<file path="src/rtl/rf3w_pkg.sv">
package rf3w_pkg;

    // Frame steps; each lasts one divider tick
    typedef enum logic [2:0] {
        PH_IDLE,
        PH_PRE,
        PH_LEAD,
        PH_SHIFT,
        PH_RWSET,
        PH_TURN,
        PH_RDATA,
        PH_TAIL
    } phase_e;

    // Pin levels produced by the sequencer
    typedef struct packed {
        logic en;
        logic sck;
        logic dout;
        logic oe;
        logic rw;
    } pins_t;

    localparam pins_t PINS_IDLE = '{en: 1'b1, sck: 1'b0, dout: 1'b0, oe: 1'b1, rw: 1'b0};

    function automatic int unsigned max2(input int unsigned a, input int unsigned b);
        return (a > b) ? a : b;
    endfunction

endpackage

</file>
<file path="src/rtl/rf3w_tick.sv">
module rf3w_tick #(
    parameter int unsigned HALF_DIV = 4
) (
    input  logic clk,
    input  logic rst,
    input  logic run,
    output logic tick
);
    generate
        if (HALF_DIV <= 1) begin : g_direct
            assign tick = run;
        end else begin : g_count
            localparam int unsigned CW = $clog2(HALF_DIV);
            localparam logic [CW-1:0] LAST = CW'(HALF_DIV - 1);
            logic [CW-1:0] cnt;

            always_ff @(posedge clk) begin
                if (rst || !run) begin
                    cnt <= '0;
                end else if (cnt == LAST) begin
                    cnt <= '0;
                end else begin
                    cnt <= cnt + 1'b1;
                end
            end

            assign tick = run && (cnt == LAST);
        end
    endgenerate
endmodule

</file>
<file path="src/rtl/rf3w_seq.sv">
module rf3w_seq
    import rf3w_pkg::*;
#(
    parameter int unsigned WADDR_W = 4,
    parameter int unsigned RADDR_W = 5,
    parameter int unsigned DATA_W  = 12
) (
    input  logic               clk,
    input  logic               rst,
    input  logic               tick,
    input  logic               req_valid,
    input  logic               req_write,
    input  logic [RADDR_W-1:0] req_addr,
    input  logic [DATA_W-1:0]  req_wdata,
    input  logic               sr_din,
    output logic               busy,
    output logic               req_ack,
    output pins_t              pins,
    output logic               rd_valid,
    output logic [DATA_W-1:0]  rd_data
);
    localparam int unsigned WFRAME_W = WADDR_W + DATA_W;
    localparam int unsigned SR_W     = max2(WFRAME_W, RADDR_W);
    localparam int unsigned CNT_W    = $clog2(max2(SR_W, DATA_W) + 1);

    phase_e             state;
    logic               is_wr;
    logic               half;
    logic [CNT_W-1:0]   bitcnt;
    logic [SR_W-1:0]    shreg;
    logic [DATA_W-1:0]  rdreg;
    logic [SR_W-1:0]    load_val;
    logic [CNT_W-1:0]   last_bit;

    assign busy    = (state != PH_IDLE);
    assign req_ack = req_valid && (state == PH_IDLE);

    always_comb begin
        if (req_write) begin
            load_val = SR_W'({req_wdata, req_addr[WADDR_W-1:0]}) << (SR_W - WFRAME_W);
        end else begin
            load_val = SR_W'(req_addr) << (SR_W - RADDR_W);
        end
        last_bit = is_wr ? CNT_W'(WFRAME_W - 1) : CNT_W'(RADDR_W - 1);
    end

    always_ff @(posedge clk) begin
        if (rst) begin
            state    <= PH_IDLE;
            is_wr    <= 1'b1;
            half     <= 1'b0;
            bitcnt   <= '0;
            shreg    <= '0;
            rdreg    <= '0;
            rd_valid <= 1'b0;
            rd_data  <= '0;
        end else begin
            rd_valid <= 1'b0;
            case (state)
                PH_IDLE: begin
                    if (req_valid) begin
                        is_wr  <= req_write;
                        half   <= 1'b0;
                        bitcnt <= '0;
                        shreg  <= load_val;
                        state  <= PH_PRE;
                    end
                end
                PH_PRE:  if (tick) state <= PH_LEAD;
                PH_LEAD: if (tick) state <= PH_SHIFT;
                PH_SHIFT: begin
                    if (tick) begin
                        half <= ~half;
                        if (half) begin
                            shreg <= shreg << 1;
                            if (bitcnt == last_bit) begin
                                bitcnt <= '0;
                                state  <= is_wr ? PH_TAIL : PH_RWSET;
                            end else begin
                                bitcnt <= bitcnt + 1'b1;
                            end
                        end
                    end
                end
                PH_RWSET: begin
                    if (tick) begin
                        half <= ~half;
                        if (half) state <= PH_TURN;
                    end
                end
                PH_TURN: if (tick) state <= PH_RDATA;
                PH_RDATA: begin
                    if (tick) begin
                        half <= ~half;
                        if (half) begin
                            rdreg <= {rdreg[DATA_W-2:0], sr_din};
                            if (bitcnt == CNT_W'(DATA_W - 1)) begin
                                bitcnt <= '0;
                                state  <= PH_TAIL;
                            end else begin
                                bitcnt <= bitcnt + 1'b1;
                            end
                        end
                    end
                end
                PH_TAIL: begin
                    if (tick) begin
                        state <= PH_IDLE;
                        if (!is_wr) begin
                            rd_valid <= 1'b1;
                            rd_data  <= rdreg;
                        end
                    end
                end
                default: state <= PH_IDLE;
            endcase
        end
    end

    // Pin levels per step: even bits rise, odd bits fall
    always_comb begin
        pins = PINS_IDLE;
        case (state)
            PH_LEAD: pins.en = 1'b0;
            PH_SHIFT: begin
                pins.en   = 1'b0;
                pins.sck  = half ^ bitcnt[0];
                pins.dout = shreg[SR_W-1];
            end
            PH_RWSET: begin
                pins.en  = 1'b0;
                pins.sck = ~half;
                pins.rw  = 1'b1;
            end
            PH_TURN: begin
                pins.en = 1'b0;
                pins.oe = 1'b0;
                pins.rw = 1'b1;
            end
            PH_RDATA: begin
                pins.en  = 1'b0;
                pins.sck = half;
                pins.oe  = 1'b0;
                pins.rw  = 1'b1;
            end
            PH_TAIL: pins.rw = ~is_wr;
            default: pins = PINS_IDLE;
        endcase
    end
endmodule

</file>
<file path="src/rtl/rf3w_master.sv">
module rf3w_master
    import rf3w_pkg::*;
#(
    parameter int unsigned WADDR_W  = 4,
    parameter int unsigned RADDR_W  = 5,
    parameter int unsigned DATA_W   = 12,
    parameter int unsigned HALF_DIV = 4
) (
    input  logic               clk,
    input  logic               rst,
    input  logic               req_valid,
    input  logic               req_write,
    input  logic [RADDR_W-1:0] req_addr,
    input  logic [DATA_W-1:0]  req_wdata,
    output logic               req_ack,
    output logic               busy,
    output logic               rd_valid,
    output logic [DATA_W-1:0]  rd_data,
    output logic               sr_en,
    output logic               sr_clk,
    output logic               sr_dout,
    output logic               sr_oe,
    input  logic               sr_din,
    output logic               sr_rw
);
    logic  tick;
    pins_t pins;

    rf3w_tick #(.HALF_DIV(HALF_DIV)) tick_i (
        .clk  (clk),
        .rst  (rst),
        .run  (busy),
        .tick (tick)
    );

    rf3w_seq #(
        .WADDR_W (WADDR_W),
        .RADDR_W (RADDR_W),
        .DATA_W  (DATA_W)
    ) seq_i (
        .clk       (clk),
        .rst       (rst),
        .tick      (tick),
        .req_valid (req_valid),
        .req_write (req_write),
        .req_addr  (req_addr),
        .req_wdata (req_wdata),
        .sr_din    (sr_din),
        .busy      (busy),
        .req_ack   (req_ack),
        .pins      (pins),
        .rd_valid  (rd_valid),
        .rd_data   (rd_data)
    );

    assign sr_en   = pins.en;
    assign sr_clk  = pins.sck;
    assign sr_dout = pins.dout;
    assign sr_oe   = pins.oe;
    assign sr_rw   = pins.rw;
endmodule

</file>
<file path="config.mk">
export PLATFORM = sky130hd
export DESIGN_NAME = rf3w_master
export DESIGN_NICKNAME = d
export VERILOG_FILES = /design/src/rtl/rf3w_pkg.sv /design/src/rtl/rf3w_tick.sv /design/src/rtl/rf3w_seq.sv /design/src/rtl/rf3w_master.sv
export SDC_FILE = /design/constraint.sdc
export NUM_CORES = 1
export LEC_CHECK = 0
export BUFFER_PORTS_ARGS = -buffer_cell sky130_fd_sc_hd__clkbuf_2
export CORE_ASPECT_RATIO = 1.1
export CORE_MARGIN = 5
export CORE_UTILIZATION = 55
export CTS_CLUSTER_DIAMETER = 100
export DETAILED_ROUTE_END_ITERATION = 10
export PLACE_DENSITY_LB_ADDON = 0.15
export SLEW_MARGIN = 40
export SYNTH_ARGS = -nofsm -noshare
export SYNTH_HDL_FRONTEND = slang
export SYNTH_HIERARCHICAL = 1
export SYNTH_SLANG_ARGS = --single-unit
</file>
<file path="constraint.sdc">
create_clock -name clk -period 2.64 [get_ports clk]
set_input_delay 0.264 -clock clk [delete_from_list [all_inputs] [get_ports clk]]
set_output_delay 0.264 -clock clk [all_outputs]
set_load 0.005 [all_outputs]
</file>
==> results <==
- The signal on the critical path passes through ha_1 > and2_1 > nand4_1 > a21oi_4 > nor2_1 > a311oi_2.
- The finished cells cover 0.002823 sq mm.
- The startpoint identified for the worst register-to-register timing path is tick_i/g_count.cnt[0].
- Headroom to the max-slew limit came out at 49.33%.
- The number of nets handed over by synthesis was 339.
- On the critical path, the stage with the largest delay is an instance of sky130_fd_sc_hd__a21oi_4.
- The worst hold path belongs to the class input port to flip-flop.
- The HPWL after detailed placement is 3687 um.
- The die is 74.67 um wide.
- The initial core utilization is 57.77%.
- The maximum clock insertion buffer count is 2.
- The analysis attributes to cell leakage a power of 1.027 nW.
- Setup repair after global routing left no endpoint under its margin.
- The number of placement rows is 25.
- TritonCTS built the clock tree.
- After clock tree synthesis, the clock-pin slew on the worst setup and hold paths is 100 ps.
- The netlist uses 50 different library cells.
- The wire length of the first global-routing pass is 9197 um.
- For this design the total switching power over the nets is 0.3651 mW.
- The average instance area after synthesis is 8.032 sq um.
- The number of vias after detailed routing is 2336.
- The path with the worst hold slack has its endpoint at seq_i/rdreg[0].
- The placed standard-cell area is 0.002731 sq mm.
- Counting flops with an async set or reset pin after synthesis yields a share of 0%.
- Once the clock tree was built, the setup fixing pass inserted 0 buffers.
- Of the total power, combinational logic draws 9.9%.
- The port buffer count is 41.
- The number of global-route vias before repair is 2114.
- Data arrives at the worst endpoint at 2430 ps.
- The kind of capture point of the worst setup path is a flip-flop.
- From bottom edge to top edge, the die measures 81.14 um.
- For this run, design rule violations remaining after detail routing come to 0.
- The max-capacitance violation count is 0.
- The final setup violation count is 0.
- The class of the most critical setup path is flip-flop to flip-flop.
- The synthesized cell area is 0.002530 sq mm.
- The remaining global-route overflow is 0.
- The cell internal power dissipation is 1.074 mW.
- The hold-fix buffer count after cts is 0.
- Summing the sequential cell areas from Yosys gives 41.94% of the chip area.
- The growth of design area from synthesis to finish is 11.57%.
- The number of antenna violations at the first check in global routing is 0.
- The number of cells upsized or downsized after cts is 0.
- Clock latency on the worst-skew pair, taken at its later pin, is 300 ps.
- The worst-case IR drop observed on VDD is 0.4245 mV.
- The routed metal-1 wire length is 2479 um.
- The max-slew violation count is 0.
- For this block, the routed nets add up to 5414 um of wire.
- Wire segments on met2 add up to 2626 um in the final route.
- The worst register-to-register path has a setup slack of 430 ps.
- The detail-routed net length per standard cell is 13.57 um.
- The number of top-level pins is 42.
- The core box area is 0.004379 sq mm.
- For this run, the number of Yosys warnings is 6.
- The final critical-path share of the clock period is 83.63%.
- The clock net sink count is 53.
- For the pin with the worst max-slew slack, the measured transition is 757.2 ps.
- The final-report hold violation count came to 0.
- Wire segments on met3 add up to 269 um in the final route.
- The total track usage is 18.96%.
- The power density over the cells is 509.9 mW/mm^2.
- The total negative slack for setup checks is 0 ps.
- The fraction of layout instances using a drive strength above 1 is 20.29%.
- The buffering stage count on the worst path with inverters included is 0.
- The flow ran to the end, and the final reports show no timing, DRC or antenna violations.
- The worst setup path is launched from a flip-flop.
- Derived from the worst setup path, the maximum achievable clock frequency is 452.9 MHz.
- Dividing the detail-routed via count by the number of cells gives 5.855.
- The clock skew is 6.288 ps.
- The CTS H-tree depth is 2.
- The first detailed-routing pass took 4 iterations.
- In the layout the commonest cells are sky130_fd_sc_hd__nand2_1, sky130_fd_sc_hd__dfxtp_1, sky130_fd_sc_hd__clkbuf_2.
- The number of inserted diodes is 0.
- The final critical path time including I/O delays and setup is 2208 ps.
- The launch instance of the worst min-delay path is sr_din.
- The synthesized instance count is 315.
- The number of cells on the worst hold path is 3.
- The clock network accounts for 31.7% of the total power.
- The leading cell type in the layout, fill and taps excluded is sky130_fd_sc_hd__nand2_1.
- The top metal layer carrying routed signals is met4.
- The largest fanout on the critical path is 25.
- The root cell of the clock tree is sky130_fd_sc_hd__clkbuf_8.
- The number of flip-flops and latches in the synthesized netlist is 53.
- The endpoint of the lowest-slack register-to-register path is seq_i/shreg[4].
- In this run, synthesis inferred 0 flip-flops with an integrated enable.
- Among all flip-flop cells after synthesis, the most frequent one is sky130_fd_sc_hd__dfxtp_1.
- The family of cells with the greatest summed delay on the critical path is compound AO/OA/AOI/OAI gates.
- Entering global routing, the biggest net connects 34 pins.
- The global placement routability congestion is 0.8126.
- The largest incremental delay on the critical path is 600 ps.
- The required time at the endpoint of the critical path is 2860 ps.
- The count of routing violations after the opening detailed-route iteration is 176.
- After the last flow step, the layout net total stands at 368.
- In this run the remaining antenna-violating nets after routing total 0.
- The number of clock buffers added by TritonCTS is 5.
- Measured in cells, the most critical reg-to-reg path has a length of 6.
- The die outline area is 0.006058 sq mm.
- Sequential cells account for 58.4% of the total power.
- Net switching is 25.37% of the power.
-- worst max path at each step --
stage	startpoint	endpoint	slack [ps]	depth (start not counted)
CTS	tick_i/g_count.cnt[0]	seq_i/shreg[6]	460	6
detailed placement	tick_i/g_count.cnt[0]	seq_i/shreg[1]	470	6
floorplan	seq_i/state[2]	seq_i/rd_data[2]	480	10
global placement	tick_i/g_count.cnt[0]	seq_i/shreg[3]	560	6
global route	tick_i/g_count.cnt[0]	seq_i/shreg[6]	210	6
finish	tick_i/g_count.cnt[0]	seq_i/shreg[4]	430	6
-- Yosys cell counts, drive strengths merged, types with 3 or more instances --
cell type	instances	area (sq um)
nand2	77	289.0
a21oi	38	201.5
nor2	16	60.06
nand4	7	43.79
a21o	3	22.52
clkbuf	15	56.30
o211ai	9	67.56
nand3	21	105.1
inv	4	15.01
nand2b	3	18.77
mux2i	5	50.05
or3	4	25.02
buf	11	67.57
a311oi	10	118.9
dfxtp	53	1061
o21ai	3	18.77
-- flip-flops by register name, summed over array words and instances (netlist names) --
register and cells:
seq_i/shreg 16, seq_i/rd_data 12, seq_i/rdreg 12, seq_i/bitcnt 5
seq_i/state 3, tick_i/g_count.cnt 2, seq_i/half 1, seq_i/is_wr 1
seq_i/rd_valid 1
-- logic make-up after synthesis --
logic type,after synthesis,share of synthesized area [%]
buffers and inverters,30,5.489
adder cells (fa/ha/maj),2,0.9890
AO/OA/AOI/OAI,77,21.76
XOR/XNOR,2,0.6925
flip-flops,53,41.94
AND/OR/NAND/NOR,146,27.15
multiplexers,5,1.978
-- metrics by stage --
stage | worst slack [ps] | util (%) | power [mW] | hold WS (ps) | instances
global placement | 560.4 | 62.37 | 0.9979 | 432.4 | 391
finish | 432.1 | 64.46 | 1.439 | 189.6 | 399
detailed placement | 469.0 | 62.37 | 1.001 | 443.1 | 391
global route | 208.2 | 64.46 | 1.512 | 212.6 | 399
floorplan | 481.2 | - | 0.9612 | 337.5 | 315
CTS | 456.7 | 64.46 | 1.453 | 181.1 | 399
-- worst min-delay path, stage by stage --
cell and delay, ps:
sky130_fd_sc_hd__clkbuf_2 80, sky130_fd_sc_hd__nand2_1 50, sky130_fd_sc_hd__a21oi_1 60
-- metal layers --
layer	global-route usage (%)	vias to the layer above
met5	0	-
li1	-	1181
met3	3.837	4
met1	24.05	1093
met4	5.694	0
met2	32.16	58
-- power by group through the flow --
stage	sequential [mW]	clock [mW]	combinational [mW]
final	0.841	0.457	0.142
after global routing	0.844	0.510	0.158
after CTS	0.840	0.470	0.143
after detailed placement	0.858	0	0.143
after global placement	0.858	0	0.140
after floorplan	0.853	0	0.108
-- cell type report --
cell class,count,area (sq um)
well taps,54,67.56
repair buffers,48,257.7
flip-flops and latches,53,1061
inverters,4,15.01
multi-input cells,232,1330
clock inverters,3,22.52
clock buffers,5,68.82
fillers,400,1556
Note: power is estimated with default switching activity, not from simulation.
